## src/rtl/cfgwin_pkg.sv

```systemverilog
package cfgwin_pkg;
  // Log2 of the largest and smallest window sizes
  localparam int WIN_MAX_LOG2 = 28;
  localparam int WIN_MIN_LOG2 = 26;
  // Field positions of a configuration offset inside the window
  localparam int BUS_LSB = 20;
  localparam int DEV_LSB = 15;
  localparam int FN_LSB  = 12;
  localparam int BUS_W   = 8;
  localparam int DEV_W   = 5;
  localparam int FN_W    = 3;
  localparam int REG_W   = 12;

  typedef enum logic [1:0] {
    LEN_256M = 2'd0,
    LEN_128M = 2'd1,
    LEN_64M  = 2'd2,
    LEN_RSVD = 2'd3
  } win_len_e;
endpackage

```

## src/rtl/cfgwin_reg.sv

```systemverilog
module cfgwin_reg #(
  parameter logic [63:0] RST_VAL = 64'h0000_0000_B000_0000
) (
  input  logic        clk,
  input  logic        rst_n,
  input  logic        wr_en,
  input  logic        wr_hi,
  input  logic [31:0] wr_data,
  input  logic [3:0]  wr_be,
  output logic [63:0] q
);
  localparam int NBYTES = 8;
  localparam int HALF_BYTES = NBYTES / 2;

  logic [NBYTES-1:0] byte_we;
  logic [63:0]       nxt_q;

  for (genvar b = 0; b < NBYTES; b++) begin : g_byte
    localparam logic HALF_SEL = (b >= HALF_BYTES);
    assign byte_we[b] = wr_en && (wr_hi == HALF_SEL) && wr_be[b % HALF_BYTES];
    assign nxt_q[b*8 +: 8] = wr_data[(b % HALF_BYTES)*8 +: 8];
  end

  always_ff @(posedge clk or negedge rst_n) begin
    if (!rst_n) begin
      q <= RST_VAL;
    end else begin
      for (int b = 0; b < NBYTES; b++) begin
        if (byte_we[b]) q[b*8 +: 8] <= nxt_q[b*8 +: 8];
      end
    end
  end

  // a write to one half leaves the other half untouched
  a_r9_lo_keeps_hi: assert property (@(posedge clk) disable iff (!rst_n)
    (wr_en && !wr_hi) |=> $stable(q[63:32]));
  a_r9_hi_keeps_lo: assert property (@(posedge clk) disable iff (!rst_n)
    (wr_en && wr_hi) |=> $stable(q[31:0]));
  a_r9_idle_stable: assert property (@(posedge clk) disable iff (!rst_n)
    !wr_en |=> $stable(q));
endmodule

```

## src/rtl/cfgwin_size_decode.sv

```systemverilog
module cfgwin_size_decode
  import cfgwin_pkg::*;
#(
  parameter int ADDR_W   = 40,
  parameter int BASE_MSB = 38
) (
  input  logic [63:0]       cfg,
  output logic              en,
  output logic              err,
  output win_len_e          len,
  output logic [ADDR_W-1:0] base
);
  logic [ADDR_W-1:0] mask;

  assign en  = cfg[0];
  assign len = win_len_e'(cfg[2:1]);
  assign err = (len == LEN_RSVD);

  // Base mask: high bits always kept, low bits kept as the window shrinks
  for (genvar i = 0; i < ADDR_W; i++) begin : g_mask
    if (i > BASE_MSB) begin : g_above
      assign mask[i] = 1'b0;
    end else if (i >= WIN_MAX_LOG2) begin : g_fixed
      assign mask[i] = 1'b1;
    end else if (i >= WIN_MIN_LOG2) begin : g_var
      assign mask[i] = (cfg[2:1] >= 2'(WIN_MAX_LOG2 - i));
    end else begin : g_below
      assign mask[i] = 1'b0;
    end
  end

  assign base = cfg[ADDR_W-1:0] & mask;
endmodule

```

## src/rtl/cfgwin_hit.sv

```systemverilog
module cfgwin_hit
  import cfgwin_pkg::*;
#(
  parameter int ADDR_W = 40
) (
  input  logic [ADDR_W-1:0] addr,
  input  logic              en,
  input  logic              err,
  input  win_len_e          len,
  input  logic [ADDR_W-1:0] base,
  output logic              hit,
  output logic [BUS_W-1:0]  bus,
  output logic [DEV_W-1:0]  dev,
  output logic [FN_W-1:0]   fn,
  output logic [REG_W-1:0]  reg_off
);
  logic [ADDR_W-1:0] keep;
  logic [ADDR_W-1:0] off;
  logic              match;

  always_comb begin
    for (int i = 0; i < ADDR_W; i++) begin
      keep[i] = (i >= WIN_MAX_LOG2 - int'(len));
    end
    match = (((addr ^ base) & keep) == '0);
    off   = addr & ~keep;
    hit   = en && !err && match;
  end

  always_comb begin
    bus     = '0;
    dev     = '0;
    fn      = '0;
    reg_off = '0;
    if (hit) begin
      bus     = off[BUS_LSB +: BUS_W];
      dev     = off[DEV_LSB +: DEV_W];
      fn      = off[FN_LSB +: FN_W];
      reg_off = off[REG_W-1:0];
    end
  end
endmodule

```

## src/rtl/cfg_window_decoder.sv

```systemverilog
module cfg_window_decoder
  import cfgwin_pkg::*;
#(
  parameter int          ADDR_W   = 40,
  parameter int          BASE_MSB = 38,
  parameter logic [63:0] RST_VAL  = 64'h0000_0000_B000_0000
) (
  input  logic              clk,
  input  logic              rst_n,
  input  logic              cfg_wr_en,
  input  logic              cfg_wr_hi,
  input  logic [31:0]       cfg_wr_data,
  input  logic [3:0]        cfg_wr_be,
  output logic [63:0]       cfg_q,
  output logic              win_en,
  output logic              win_err,
  output logic [ADDR_W-1:0] win_base,
  input  logic [ADDR_W-1:0] mem_addr,
  output logic              win_hit,
  output logic [7:0]        tgt_bus,
  output logic [4:0]        tgt_dev,
  output logic [2:0]        tgt_fn,
  output logic [11:0]       tgt_reg
);
  win_len_e win_len;

  cfgwin_reg #(.RST_VAL(RST_VAL)) u_reg (
    .clk     (clk),
    .rst_n   (rst_n),
    .wr_en   (cfg_wr_en),
    .wr_hi   (cfg_wr_hi),
    .wr_data (cfg_wr_data),
    .wr_be   (cfg_wr_be),
    .q       (cfg_q)
  );

  cfgwin_size_decode #(.ADDR_W(ADDR_W), .BASE_MSB(BASE_MSB)) u_dec (
    .cfg  (cfg_q),
    .en   (win_en),
    .err  (win_err),
    .len  (win_len),
    .base (win_base)
  );

  cfgwin_hit #(.ADDR_W(ADDR_W)) u_hit (
    .addr    (mem_addr),
    .en      (win_en),
    .err     (win_err),
    .len     (win_len),
    .base    (win_base),
    .hit     (win_hit),
    .bus     (tgt_bus),
    .dev     (tgt_dev),
    .fn      (tgt_fn),
    .reg_off (tgt_reg)
  );

  // no hit while the stored enable bit is clear
  a_r2_no_hit_disabled: assert property (@(posedge clk) disable iff (!rst_n)
    !cfg_q[0] |-> !win_hit);
  // reserved length code flags an error and blocks hits
  a_r4_rsvd_blocks: assert property (@(posedge clk) disable iff (!rst_n)
    (cfg_q[2:1] == 2'b11) |-> (win_err && !win_hit));
  // decoded base never carries bits below the smallest window
  a_r5_base_aligned: assert property (@(posedge clk) disable iff (!rst_n)
    win_base[WIN_MIN_LOG2-1:0] == '0);
  // a hit address is never below the base
  a_r6_hit_above_base: assert property (@(posedge clk) disable iff (!rst_n)
    win_hit |-> (mem_addr >= win_base));
  // the bus number narrows for the 64 MB window
  a_r7_bus_narrow: assert property (@(posedge clk) disable iff (!rst_n)
    (win_hit && cfg_q[2:1] == 2'b10) |-> (tgt_bus[7:6] == 2'b00));
  // all target fields are 0 when there is no hit
  a_r8_zero_on_miss: assert property (@(posedge clk) disable iff (!rst_n)
    !win_hit |-> (tgt_bus == '0 && tgt_dev == '0 && tgt_fn == '0 && tgt_reg == '0));
endmodule

```

## config.mk

```make
export PLATFORM = sky130hd
export DESIGN_NAME = cfg_window_decoder
export DESIGN_NICKNAME = d
export VERILOG_FILES = /design/src/rtl/cfgwin_pkg.sv /design/src/rtl/cfgwin_reg.sv /design/src/rtl/cfgwin_size_decode.sv /design/src/rtl/cfgwin_hit.sv /design/src/rtl/cfg_window_decoder.sv
export SDC_FILE = /design/constraint.sdc
export NUM_CORES = 1
export LEC_CHECK = 0
export BUFFER_PORTS_ARGS = -buffer_cell sky130_fd_sc_hd__buf_2
export CORE_ASPECT_RATIO = 0.9
export CORE_MARGIN = 2
export CORE_UTILIZATION = 45
export DETAILED_ROUTE_END_ITERATION = 10
export PLACE_DENSITY = 0.95
export SLEW_MARGIN = 20
export SYNTH_ARGS = -nofsm -noshare
export SYNTH_HDL_FRONTEND = slang
export SYNTH_SLANG_ARGS = --single-unit
export TNS_END_PERCENT = 30
```

## constraint.sdc

```tcl
create_clock -name clk -period 4.1 [get_ports clk]
set_input_delay 0.82 -clock clk [delete_from_list [all_inputs] [get_ports clk]]
set_output_delay 0.82 -clock clk [all_outputs]
set_load 0.05 [all_outputs]
```

; ---- Word level (Yosys, flattened, before mapping)
; Cells that the tools add are included.
[classes]
reduce_logical = 14
muxes = 4
add_sub_neg = 1
eq_ne = 1
magnitude_cmp = 42
n_bitwise = 6
[op_table]
columns = cell, count
row1 = $ge A6 B6 Y1 const A, 16
row2 = $ge A7 B6 Y1 const A, 8
row3 = $ge A5 B6 Y1 const A, 8
row4 = $and A40 B39 Y40, 1
row5 = $and A40 B40 Y40, 1
row6 = $logic_not A40 Y1, 1
row7 = $xor A40 B40 Y40, 1
row8 = $and A28 B28 Y28, 1
row9 = $not A28 Y28, 1
row10 = $ge A4 B6 Y1 const A, 4
row11 = $ge A3 B6 Y1 const A, 2
row12 = $logic_and A1 B1 Y1, 12
row13 = $mux W12, 1
row14 = $mux W8, 1
row15 = $ge A1 B6 Y1 const A, 1
row16 = $ge A2 B6 Y1 const A, 1
row17 = $sub A5 B2 Y6 const A, 1
row18 = $mux W5, 1
row19 = $mux W3, 1
row20 = $eq A2 B2 Y1 const B, 1
row21 = $ge A2 B1 Y1 const B, 1
row22 = $ge A2 B2 Y1 const B, 1
row23 = $logic_not A1 Y1, 1
row24 = $not A1 Y1, 1
[word_totals]
word_cells = 76
output_inout_bits = 135
reg_bits = 64
in_bits = 80

; ---- Depth between registers and ports, before layout
; Gate-level depths: netlist of run 1.
[depth]
word_depth = 7
depth_mapped = 8
mapped_depth_nobuf = 6

; ---- By module
; A second synthesis of run 1 with hierarchy kept.
[unflattened]
hier_cells = 244
hier_area_um2 = 3329.4
[modules_own_cells]
columns = mod, cells_each, n_inst, area_per_inst_um2, seq_area_each_um2
row1 = cfgwin_reg, 138, 1, 2506.2, 1605.3
row2 = cfgwin_hit, 61, 1, 489.2, 0.0
row3 = cfgwin_size_decode, 45, 1, 334.1, 0.0

; ---- Least setup slack after synthesis of run 1
; Ideal clock, no wire load.
[synth_timing]
kind = reg-to-output
startpoint = register u_reg.q[1]
endpoint = output port tgt_dev[2]
required_time_ps = 3280
t_arrival_ps = 2485
n_path_buf = 2
slack_ps = 795
path_stages_with_launch = 9
cell_sequence = dfrtp_1 -> inv_1 -> ha_1 -> o21a_1 -> xnor2_1 -> o21a_1 -> buf_6 -> buf_8 -> and3_1
[synth_between]
elab_chain_cells = 7
word_cells_on_any_way = 54
cone_classes = add/sub (1) / order compare (42) / eq/ne (1) / mux (1) / bitwise (5) / reduce/logical (4)
[synth_rtl]
columns = element, line
row1 = start: declaration, cfgwin_reg.sv:10  ; output logic [63:0] q
row2 = start signal: indexed assignment, cfgwin_reg.sv:29  ; if (byte_we[b]) q[b*8 +: 8] <= nxt_q[b*8 +: 8];
row3 = $ge A2 B2 Y1, cfgwin_size_decode.sv:26  ; assign mask[i] = (cfg[2:1] >= 2'(WIN_MAX_LOG2 - i));
row4 = $and A40 B39 Y40, cfgwin_size_decode.sv:32  ; assign base = cfg[ADDR_W-1:0] & mask;
row5 = named net win_base[26], cfg_window_decoder.sv:17  ; output logic [ADDR_W-1:0] win_base,
row6 = $xor A40 B40 Y40, cfgwin_hit.sv:25  ; match = (((addr ^ base) & keep) == '0);
row7 = $and A40 B40 Y40, cfgwin_hit.sv:25
row8 = $logic_not A40 Y1, cfgwin_hit.sv:25
row9 = $logic_and A1 B1 Y1, cfgwin_hit.sv:27  ; hit = en && !err && match;
row10 = $mux W5, cfgwin_hit.sv:35  ; if (hit) begin
row11 = end: declaration, cfg_window_decoder.sv:21  ; output logic [4:0] tgt_dev,
; The timed path passes the listed nets, and every way through them passes these cells.

; ---- Worst setup path in the final report of run 1
[layout_timing]
startpoint = register u_reg.q[1]
endpoint = output port tgt_bus[6]
[layout_between]
elab_chain_cells = 7
word_cells_on_any_way = 54
cone_classes = add/sub (1) / order compare (42) / eq/ne (1) / mux (1) / bitwise (5) / reduce/logical (4)
[layout_rtl]
columns = element, line
row1 = "parallel branches: the longest is 6 deep, another holds $ge A7 B6 Y1", -
row2 = $mux W8 *, cfgwin_hit.sv:35
row3 = end: declaration, cfg_window_decoder.sv:20  ; output logic [7:0] tgt_bus,
; Every way passes the cells marked *.

==> results by group, run 1 <==
Status
  • Outcome: completed

Run
  • Maximum capacitance violations: 0

Setup path
  • Worst-path fanout max: 29
  • Setup CP Type: reg2out
  • Worst Setup Start Kind: register
  • Worst EP arrival: 2.77 ns
  • Crit path required time: 3.28 ns
  • CP endpoint kind: output pin

STA
  • Worst slew margin: 47.7%
  • Top achievable clock speed: 278 MHz
  • Hold slack final: 0.499 ns
  • Final hold violation count: 0
  • Crit share post-route: 87.6%
  • Min Tclk post-route: 3.59 ns
  • Max Slew Vio Count: 0
  • RSZ-0062 raised after global routing: false
  • Worst Skew: 0 ns
  • Setup ws final: 0.508 ns
  • Total Neg Setup Slack: 0 ns
  • Worst slew pin tran: 0.785 ns
  • Final setup violating endpoints: 0

Synth
  • #FFs+latches synth: 64
  • Synthesized area per cell: 12.8 um2
  • Distinct cells, synth: 29
  • YS warnings: 0
  • Async S/R FF share, synth: 100%
  • Cells after Synth: 249
  • Largest area contributor in the netlist: dfrtp_1
  • Synth top area share: 47.7%
  • Commonest cells in the synthesized netlist: 63 x mux2_2, 61 x dfrtp_1, 39 x buf_4
  • Sequential area share after synthesis: 50.2%
  • Post-synth top flop: dfrtp_1
  • Syn Std Cell Area: 0.00320 mm2
  • Count leader, synth: mux2_2
  • Synth area leaders: dfrtp_1 48%, mux2_2 22%, buf_4 9.2%, and3_1 4.9%, xnor2_1 2.7%
  • Number of flops mapped to enable cells by yosys: 0

Placed design
  • DP Worst Slack: 0.707 ns
  • Placed inst area: 0.00401 mm2
  • Detailed placer's ending HPWL: 6460 um
  • Gp weighted congestion: 0.778
  • Port Buffers: 187

Route
  • Post-DR vias/cell: 4.86
  • DRT Wirelength: 8150 um
  • WL per Instance: 15.6 um
  • Iteration-0 DRC Markers: 63
  • Pre-antenna DRT Iters: 4
  • Vias: 2549
  • Antenna Nets Post-Route: 0
  • Residual DRC: 0

Floorplan
  • Die area: 0.00780 mm2
  • IO Pins: 215
  • Starting Density: 45.9%
  • Row cnt: 29
  • Core area: 0.00697 mm2
  • Die X-Extent: 92.8 um
  • Die height: 84.0 um

Clocking
  • Post-CTS sizing: 0
  • Inserted Clock Buffers: 9
  • Hold buffers post-CTS: 0
  • Clock slew at reported path FFs: 0.07 ns
  • Root Buffer: clkbuf_8
  • CTS max path bufs: 2
  • Post-CTS Setup Bufs: 0
  • Worst-Skew Late Latency: 0.33 ns
  • H-Tree Depth: 3
  • CTS tree: yes
  • Clock sinks: 64

GRT
  • Initial antenna violation count: 0
  • Pin count of the biggest net entering global routing: 37
  • Global route overflow: 0
  • First-pass GRT wire length: 12300 um
  • Vias in the first global route: 2604
  • All-Layer GR Usage: 20.3%

Finish
  • Largest register by flop count: u_reg.q
  • Top Registers: u_reg.q (64)
  • Final instance area: 0.00420 mm2
  • Syn-to-layout area delta: 31.3%
  • Max reg flops: 64
  • Core Util, Final: 60.2%
  • Antenna diode count: 0
  • Layout cells sized above 1: 62.9%
  • Nets: 513

Power
  • Pwr Density: 568 mW/mm2
  • Max VDD drop: 0.382 mV
  • Leakage Power: 0.00230 uW

Min path
  • Worst hold path type: reg2reg
## critical path, stage by stage, from the launching register on
cell and delay (ns):
dfrtp_1 0.47, inv_1 0.12, ha_1 0.25, nand3b_1 0.16
a222oi_1 0.28, o21a_1 0.62, and4_1 0.29, buf_2 0.26
## where the power goes
part | internal (uW) | switching, uW | total (uW) | leakage, uW
clock | 275 | 236 | 511 | 0.0000948
sequential | 756 | 87.4 | 843 | 0.000753
combinational | 256 | 772 | 1030 | 0.00146
## cells in the final DEF (no fill, tap or decap), drive strengths merged, types with 2 or more instances in the layout
cell type / n
nand3b: 2
nand2: 4
and4: 2
mux2: 64
and3: 25
ha: 6
xor2: 3
xnor2: 10
o21a: 2
clkinv: 4
conb: 27
nor2b: 2
dfrtp: 61
inv: 3
buf: 189
nand3: 5
dfstp: 3
nand4: 2
clkbuf: 9
## cell type report
class	instances	area [um2]
clock buffers	9	124
clock inverters	6	61.3
fillers	592	2770
inverters	3	11.3
multi-input cells	160	1330
flip-flops and latches	64	1610
well taps	93	116
repair buffers	189	951
## kinds of logic after synthesis
kind of cell | synth area share (%)
AOI/OAI and AO/OA | 1.02
xor gates and xnor gates | 3.56
adders and majority gates | 2.35
buffers and inverters | 11.3
DFF | 50.2
muxes | 22.5
other | 0.117
and+or+nand+nor | 8.88
## through the flow
| stage | instances | power (uW) |
|---|---|---|
| global placement | 509 | 1850 |
| CTS | 524 | 2400 |
| finish | 524 | 2380 |
| global route | 524 | 2480 |
| detailed placement | 509 | 1890 |
| floorplan | 275 | 1680 |
## worst paths after layout
| kind | from | to | slack, ns | cells after the start |
|---|---|---|---|---|
| max in group asynchronous | rst_n | u_reg.q[28] | 2.62 | 2 |
| worst min register to register | u_reg.q[21] | u_reg.q[21] | 0.50 | 1 |
| worst max register to register | u_reg.q[2] | u_reg.q[2] | 3.21 | 1 |
| worst min-delay path | u_reg.q[21] | u_reg.q[21] | 0.50 | 1 |
| min in group asynchronous | rst_n | u_reg.q[53] | 0.57 | 1 |
| worst max-delay path | u_reg.q[1] | tgt_bus[6] | 0.51 | 7 |
## per-layer routing
metal | GRT usage, % | vias to the layer above | wire [um]
met5 | 0 | - | 0
met4 | 6.68 | 0 | 97
li1 | - | 1160 | -
met1 | 22.5 | 1230 | 3060
met3 | 6.68 | 13 | 796
met2 | 36.4 | 146 | 4200
No activity file was read; power rests on OpenSTA's default activity.
==> run 2: changes to the inputs <==
--- a/config.mk
+++ b/config.mk
@@ -11,6 +11,8 @@
 export CORE_UTILIZATION = 45
 export DETAILED_ROUTE_END_ITERATION = 10
 export PLACE_DENSITY = 0.95
+export RECOVER_POWER = 50
+export SETUP_SLACK_MARGIN = 0.1
 export SLEW_MARGIN = 20
 export SYNTH_ARGS = -nofsm -noshare
 export SYNTH_HDL_FRONTEND = slang
==> results by group, run 2 (synthesized netlist as in run 1, its figures left out) <==
Route
  • Antenna Nets Post-Route: 0 (unchanged)
  • Pre-antenna DRT Iters: 4 (unchanged)
  • DR top layer: met4
  • Vias: 2544 (-0.20%)
  • DRT Wirelength: 8120 um (-0.36%)
  • Routed wl met2: 4230 um (+0.83%)
  • Wire length on met3: 820 um (+3.0%)
  • Iteration-0 DRC Markers: 61 (-3.2%)
  • Wire length on met1: 2980 um (-2.8%)
  • Post-DR vias/cell: 4.85 (-0.20%)
  • Residual DRC: 0 (unchanged)
  • WL per Instance: 15.5 um (-0.36%)

Setup path
  • Worst-path cell chain: inv_1 > ha_1 > nand3b_1 > a222oi_1 > o21a_1 > and4_1 > buf_2
  • Worst Setup Start Kind: register
  • CP endpoint kind: output pin
  • Crit path required time: 3.28 ns (about the same)
  • Worst EP arrival: 2.77 ns (about the same)
  • Worst-path fanout max: 29 (unchanged)
  • Setup CP Type: reg2out
  • Max incr delay on CP: 0.62 ns (about the same)
  • Slowest-stage cell, CP: o21a_1

Clocking
  • Root Buffer: clkbuf_8
  • CTS max path bufs: 2 (unchanged)
  • Worst-Skew Late Latency: 0.33 ns (about the same)
  • CTS tree: yes
  • Clock slew at reported path FFs: 0.06 ns (about the same)
  • Post-CTS sizing: 0 (unchanged)
  • Inserted Clock Buffers: 9 (unchanged)
  • Hold buffers post-CTS: 0 (unchanged)
  • Clock sinks: 64 (unchanged)
  • H-Tree Depth: 3 (unchanged)
  • Post-CTS Setup Bufs: 0 (unchanged)

GRT
  • Global route overflow: 0 (unchanged)
  • Vias in the first global route: 2604 (unchanged)
  • All-Layer GR Usage: 20.3% (unchanged)
  • Pin count of the biggest net entering global routing: 37 (unchanged)
  • Initial antenna violation count: 0 (unchanged)
  • First-pass GRT wire length: 12300 um (unchanged)

STA
  • Worst slew margin: -22.4% (-70 points)
  • Min Tclk post-route: 3.59 ns (+0.000638 ns)
  • Setup ws final: 0.508 ns (-0.000638 ns)
  • Worst slew pin tran: 1.84 ns (+1.05 ns)
  • RSZ-0062 raised after global routing: false
  • Final hold violation count: 0 (unchanged)
  • Max Slew Vio Count: 67 (+67)
  • Top achievable clock speed: 278 MHz (about the same)
  • Worst Skew: 0 ns (unchanged)
  • Total Neg Setup Slack: 0 ns (unchanged)
  • Crit share post-route: 87.6% (about the same)
  • Final setup violating endpoints: 0 (unchanged)

Finish
  • Max reg flops: 64 (unchanged)
  • Syn-to-layout area delta: 30.5%
  • Largest register by flop count: u_reg.q
  • Nets: 513 (unchanged)
  • Layout cells sized above 1: 58.7% (-4.2 points)
  • Most common cell after layout, fill and taps aside: buf_2
  • Antenna diode count: 0 (unchanged)
  • Commonest cells after routing, fill and taps aside: 170 x buf_2, 63 x mux2_2, 61 x dfrtp_1
  • Top Registers: u_reg.q (64)
  • Final instance area: 0.00417 mm2 (-0.60%)

Floorplan
  • Die area: 0.00780 mm2 (unchanged)
  • Die X-Extent: 92.8 um (unchanged)
  • Starting Density: 45.9% (unchanged)
  • Die height: 84.0 um (unchanged)
  • Core area: 0.00697 mm2 (unchanged)
  • Row cnt: 29 (unchanged)
  • IO Pins: 215 (unchanged)

Placed design
  • Gp weighted congestion: 0.778 (unchanged)
  • Port Buffers: 187 (unchanged)
  • Placed inst area: 0.00401 mm2 (unchanged)
  • Detailed placer's ending HPWL: 6460 um (unchanged)
  • DP Worst Slack: 0.707 ns (unchanged)

Status
  • Failing checks: capacitance limit, slew limit
  • Outcome: finished with violations

Power
  • Total Power: 2370 uW (-0.47%)
  • Max VDD drop: 0.382 mV (+0.12%)
  • Pwr Density: 569 mW/mm2 (+0.12%)
  • Leakage Power: 0.00225 uW (-2.3%)

Min path
  • Worst hold path type: reg2reg

Run
  • Maximum capacitance violations: 2 (+2)
## run 2: cell types whose count changed in the layout (fill, tap and decap cells not counted), sizes merged
| cell | delta |
|---|---|
| buf | -18 |
| clkbuf | +18 |
## run 2: cell type report
class                      count  area, um2
clock inverter                 6       61.3
sequential                    64       1610
fill                         605       2800
timing repair buffer         189        926
inverter                       3       11.3
tap                           93        116
clock buffer                   9        124
multi-input combinational    160       1330
## run 2: routing by layer
metal / vias up / GRT usage [%]
li1: 1156 / -
met1: 1229 / 22.5
met2: 146 / 36.4
met3: 13 / 6.68
met4: 0 / 6.68
met5: - / 0
## run 2: worst paths after layout
check                            start           to  slack, ns  depth (start not counted)
min reg2reg                u_reg.q[21]  u_reg.q[21]       0.50                          1
min in group asynchronous        rst_n  u_reg.q[53]       0.99                          1
max reg2reg                 u_reg.q[2]   u_reg.q[2]       3.21                          1
min                        u_reg.q[21]  u_reg.q[21]       0.50                          1
max                         u_reg.q[1]   tgt_bus[6]       0.51                          7
max in group asynchronous        rst_n  u_reg.q[62]       0.94                          2
## run 2: critical path: cells and delay by family (launching register included)
kind / cells / cell delay [ns]
and+or+nand+nor: 2 / 0.45
DFF: 1 / 0.47
buffers and inverters: 2 / 0.38
adders and majority gates: 1 / 0.25
AOI/OAI and AO/OA: 2 / 0.90
## run 2: report_power, final
part	total, uW	internal, uW	switching (uW)
logic	1020	247	772
clock network	509	275	234
registers	843	756	87.6
## run 2: metrics by stage
stage | hold WS [ns] | cells | util, %
CTS | 0.504 | 524 | 60.2
global placement | 0.473 | 509 | 57.6
floorplan | 0.524 | 275 | -
global route | 0.523 | 524 | 59.9
detailed placement | 0.485 | 509 | 57.6
finish | 0.501 | 524 | 59.9
==> run 3: changes to the inputs <==
--- a/config.mk
+++ b/config.mk
@@ -8,7 +8,7 @@
 export BUFFER_PORTS_ARGS = -buffer_cell sky130_fd_sc_hd__buf_2
 export CORE_ASPECT_RATIO = 0.9
 export CORE_MARGIN = 2
-export CORE_UTILIZATION = 45
+export CORE_UTILIZATION = 46
 export DETAILED_ROUTE_END_ITERATION = 10
 export PLACE_DENSITY = 0.95
 export RECOVER_POWER = 50
@@ -16,5 +16,6 @@
 export SLEW_MARGIN = 20
 export SYNTH_ARGS = -nofsm -noshare
 export SYNTH_HDL_FRONTEND = slang
+export SYNTH_HIERARCHICAL = 1
 export SYNTH_SLANG_ARGS = --single-unit
 export TNS_END_PERCENT = 30
==> results by group, run 3 <==
Floorplan
  • Die X-Extent: 93.7 um (+0.89%)
  • Core area: 0.00704 mm2 (+1.0%)
  • Die height: 84.7 um (+0.89%)
  • IO Pins: 215 (unchanged)
  • Die area: 0.00794 mm2 (+1.8%)
  • Row cnt: 29 (unchanged)
  • Starting Density: 47.3% (+1.4 points)

Placed design
  • Gp weighted congestion: 0.759 (-2.4%)
  • Detailed placer's ending HPWL: 6590 um (+2.0%)
  • Port Buffers: 187 (unchanged)

Clocking
  • Clock sinks: 64 (unchanged)
  • CTS tree: yes
  • H-Tree Depth: 3 (unchanged)
  • Inserted Clock Buffers: 9 (unchanged)
  • CTS max path bufs: 2 (unchanged)
  • Post-CTS sizing: 0 (unchanged)
  • Hold buffers post-CTS: 0 (unchanged)
  • Post-CTS Setup Bufs: 0 (unchanged)
  • Worst-Skew Late Latency: 0.32 ns (about the same)
  • Clock slew at reported path FFs: 0.08 ns (+0.02 ns)
  • Root Buffer: clkbuf_8

Synth
  • Synth top area share: 45.8% (-1.9 points)
  • Synthesized area per cell: 13.6 um2 (+6.3%)
  • #FFs+latches synth: 64 (unchanged)
  • Cells after Synth: 244 (-2.0%)
  • Sequential area share after synthesis: 48.2% (-2.0 points)
  • Commonest cells in the synthesized netlist: 62 x mux2_2, 61 x dfrtp_1, 42 x buf_4
  • Async S/R FF share, synth: 100% (unchanged)
  • Synth area leaders: dfrtp_1 46%, mux2_2 21%, buf_4 9.5%, and4_1 6.8%, xnor2_1 3.2%
  • Syn Std Cell Area: 0.00333 mm2 (+4.1%)
  • Post-synth top flop: dfrtp_1
  • YS warnings: 6 (+6)
  • Count leader, synth: mux2_2
  • Distinct cells, synth: 25 (-14%)
  • Number of flops mapped to enable cells by yosys: 0 (unchanged)
  • Largest area contributor in the netlist: dfrtp_1

Finish
  • Commonest cells after routing, fill and taps aside: 185 x buf_2, 62 x mux2_2, 61 x dfrtp_1
  • Nets: 500 (-2.5%)
  • Largest register by flop count: u_reg/q
  • Layout cells sized above 1: 64.0% (+5.3 points)
  • Max reg flops: 64 (unchanged)
  • Most common cell after layout, fill and taps aside: buf_2
  • Area of the multi-input gates: 0.00134 mm2 (+1.1%)
  • Antenna diode count: 0 (unchanged)
  • Register Area: 0.00161 mm2 (unchanged)
  • Top Registers: u_reg/q (64)
  • Syn-to-layout area delta: 25.8%
  • Fillers: 613 (+1.3%)

STA
  • Max Slew Vio Count: 0 (-100%)
  • Worst slew margin: 8.45% (+31 points)
  • Worst Skew: 0 ns (unchanged)
  • Total Neg Setup Slack: 0 ns (unchanged)
  • Top achievable clock speed: 287 MHz (+3.1%)
  • Min Tclk post-route: 3.48 ns (-0.109 ns)
  • RSZ-0062 raised after global routing: false
  • Crit share post-route: 85.0% (-2.7 points)
  • Final setup violating endpoints: 0 (unchanged)
  • Final hold violation count: 0 (unchanged)
  • Worst slew pin tran: 1.37 ns (-0.463 ns)

Run
  • Maximum capacitance violations: 0 (-2)

Route
  • Post-DR vias/cell: 4.86 (+0.16%)
  • Wire length on met3: 896 um (+9.3%)
  • Iteration-0 DRC Markers: 34 (-44%)
  • DR top layer: met4
  • Wire length on met1: 2960 um (-0.57%)
  • DRT Wirelength: 8250 um (+1.6%)
  • Vias: 2519 (-0.98%)
  • Pre-antenna DRT Iters: 7 (+3)
  • WL per Instance: 15.9 um (+2.8%)
  • Routed wl met2: 4300 um (+1.7%)
  • Residual DRC: 0 (unchanged)
  • Antenna Nets Post-Route: 0 (unchanged)

Setup path
  • Critical R2R Capture: u_reg/q[2]
  • Worst Setup Start Kind: register
  • R2R cell count: 1 (unchanged)
  • Critical path launch point: u_reg/q[2]
  • Worst EP arrival: 2.66 ns (-0.11 ns)
  • Reg2Reg Setup Slack: 3.18 ns (-0.03 ns)
  • Slowest-stage cell, CP: a21oi_2
  • FF-to-FF Start: u_reg/q[2]
  • Worst-path cell chain: o21a_1 > xor2_1 > o21a_1 > a21oi_2 > and4_1 > buf_2
  • Worst-path fanout max: 28 (-3.4%)
  • Most used cell along the critical path: o21a_1
  • CP endpoint kind: output pin
  • Crit path required time: 3.28 ns (about the same)
  • Max incr delay on CP: 0.60 ns (-0.02 ns)
  • Setup CP Type: reg2out

GRT
  • First-pass GRT wire length: 12500 um (+1.6%)
  • Initial antenna violation count: 0 (unchanged)
  • All-Layer GR Usage: 20.4% (+0.069 points)
  • Pin count of the biggest net entering global routing: 39 (+5.4%)
  • Vias in the first global route: 2513 (-3.5%)
  • Global route overflow: 0 (unchanged)

Power
  • Leakage Power: 0.00218 uW (-3.2%)
  • Pwr Density: 559 mW/mm2 (-1.8%)
  • Total Power: 2340 uW (-1.4%)
  • Max VDD drop: 0.422 mV (+10%)

Min path
  • Hold path start: u_reg/q[50]
  • Worst hold path type: reg2reg
  • Hold endpoint: u_reg/q[50]
  • Hold path cells: 1 (unchanged)

Status
  • Outcome: completed
[run 3: cell count changes after synthesis, sizes merged, moves of 3 or more]
cell / delta
and3: -23
and4: +24
buf: +4
ha: -6
inv: -3
nand2: -3
nand3b: +3
[run 3: metal layers]
metal / up-vias / global-route usage, %
met2: 133 / 35.5
met3: 10 / 7.90
met1: 1216 / 22.5
met5: - / 0
li1: 1160 / -
met4: 0 / 7.51
[run 3: area by class of cell]
cell class              count  share of cell area (%)
well taps                  93                    2.78
multi-input cells         156                    32.1
clock buffers               9                    2.96
clock inverters             7                    1.28
flip-flops and latches     64                    38.3
repair buffers            189                    22.6
[run 3: metrics by stage]
stage	worst slack [ns]	hold slack [ns]	instance area [um2]	util (%)	cells
after global placement	0.921	0.482	4120	58.6	502
after floorplan	0.818	0.524	3430	-	270
after detailed placement	0.805	0.486	4120	58.6	502
final	0.616	0.505	4190	59.5	518
after global routing	0.458	0.521	4190	59.5	518
after CTS	0.603	0.481	4300	61.1	518
[run 3: worst max path at each step]
stage	to	slack, ns	cells after the start
after global placement	tgt_reg[8]	0.92	6
after floorplan	tgt_bus[1]	0.82	6
after CTS	tgt_reg[1]	0.60	6
after detailed placement	tgt_reg[1]	0.80	6
after global routing	tgt_reg[1]	0.46	6
final	tgt_reg[1]	0.62	6
[run 3: cell families after synthesis]
| group | Yosys count | synth area share (%) |
|---|---|---|
| AOI/OAI and AO/OA | 3 | 0.714 |
| and+or+nand+nor | 47 | 14.0 |
| buffers and inverters | 50 | 11.2 |
| xor gates and xnor gates | 15 | 3.95 |
| DFF | 64 | 48.2 |
| muxes | 64 | 21.9 |
| other | 1 | 0.113 |
[run 3: power breakdown]
| group | internal (uW) | switching [uW] |
|---|---|---|
| clock | 224 | 255 |
| sequential | 755 | 86.1 |
| combinational | 250 | 769 |
[run 3: critical path: cells and delay by family (launching register included)]
kind                      cells  cell delay [ns]
DFF                           1             0.50
AOI/OAI and AO/OA             3             1.06
xor gates and xnor gates      1             0.18
buffers and inverters         1             0.27
and+or+nand+nor               1             0.33
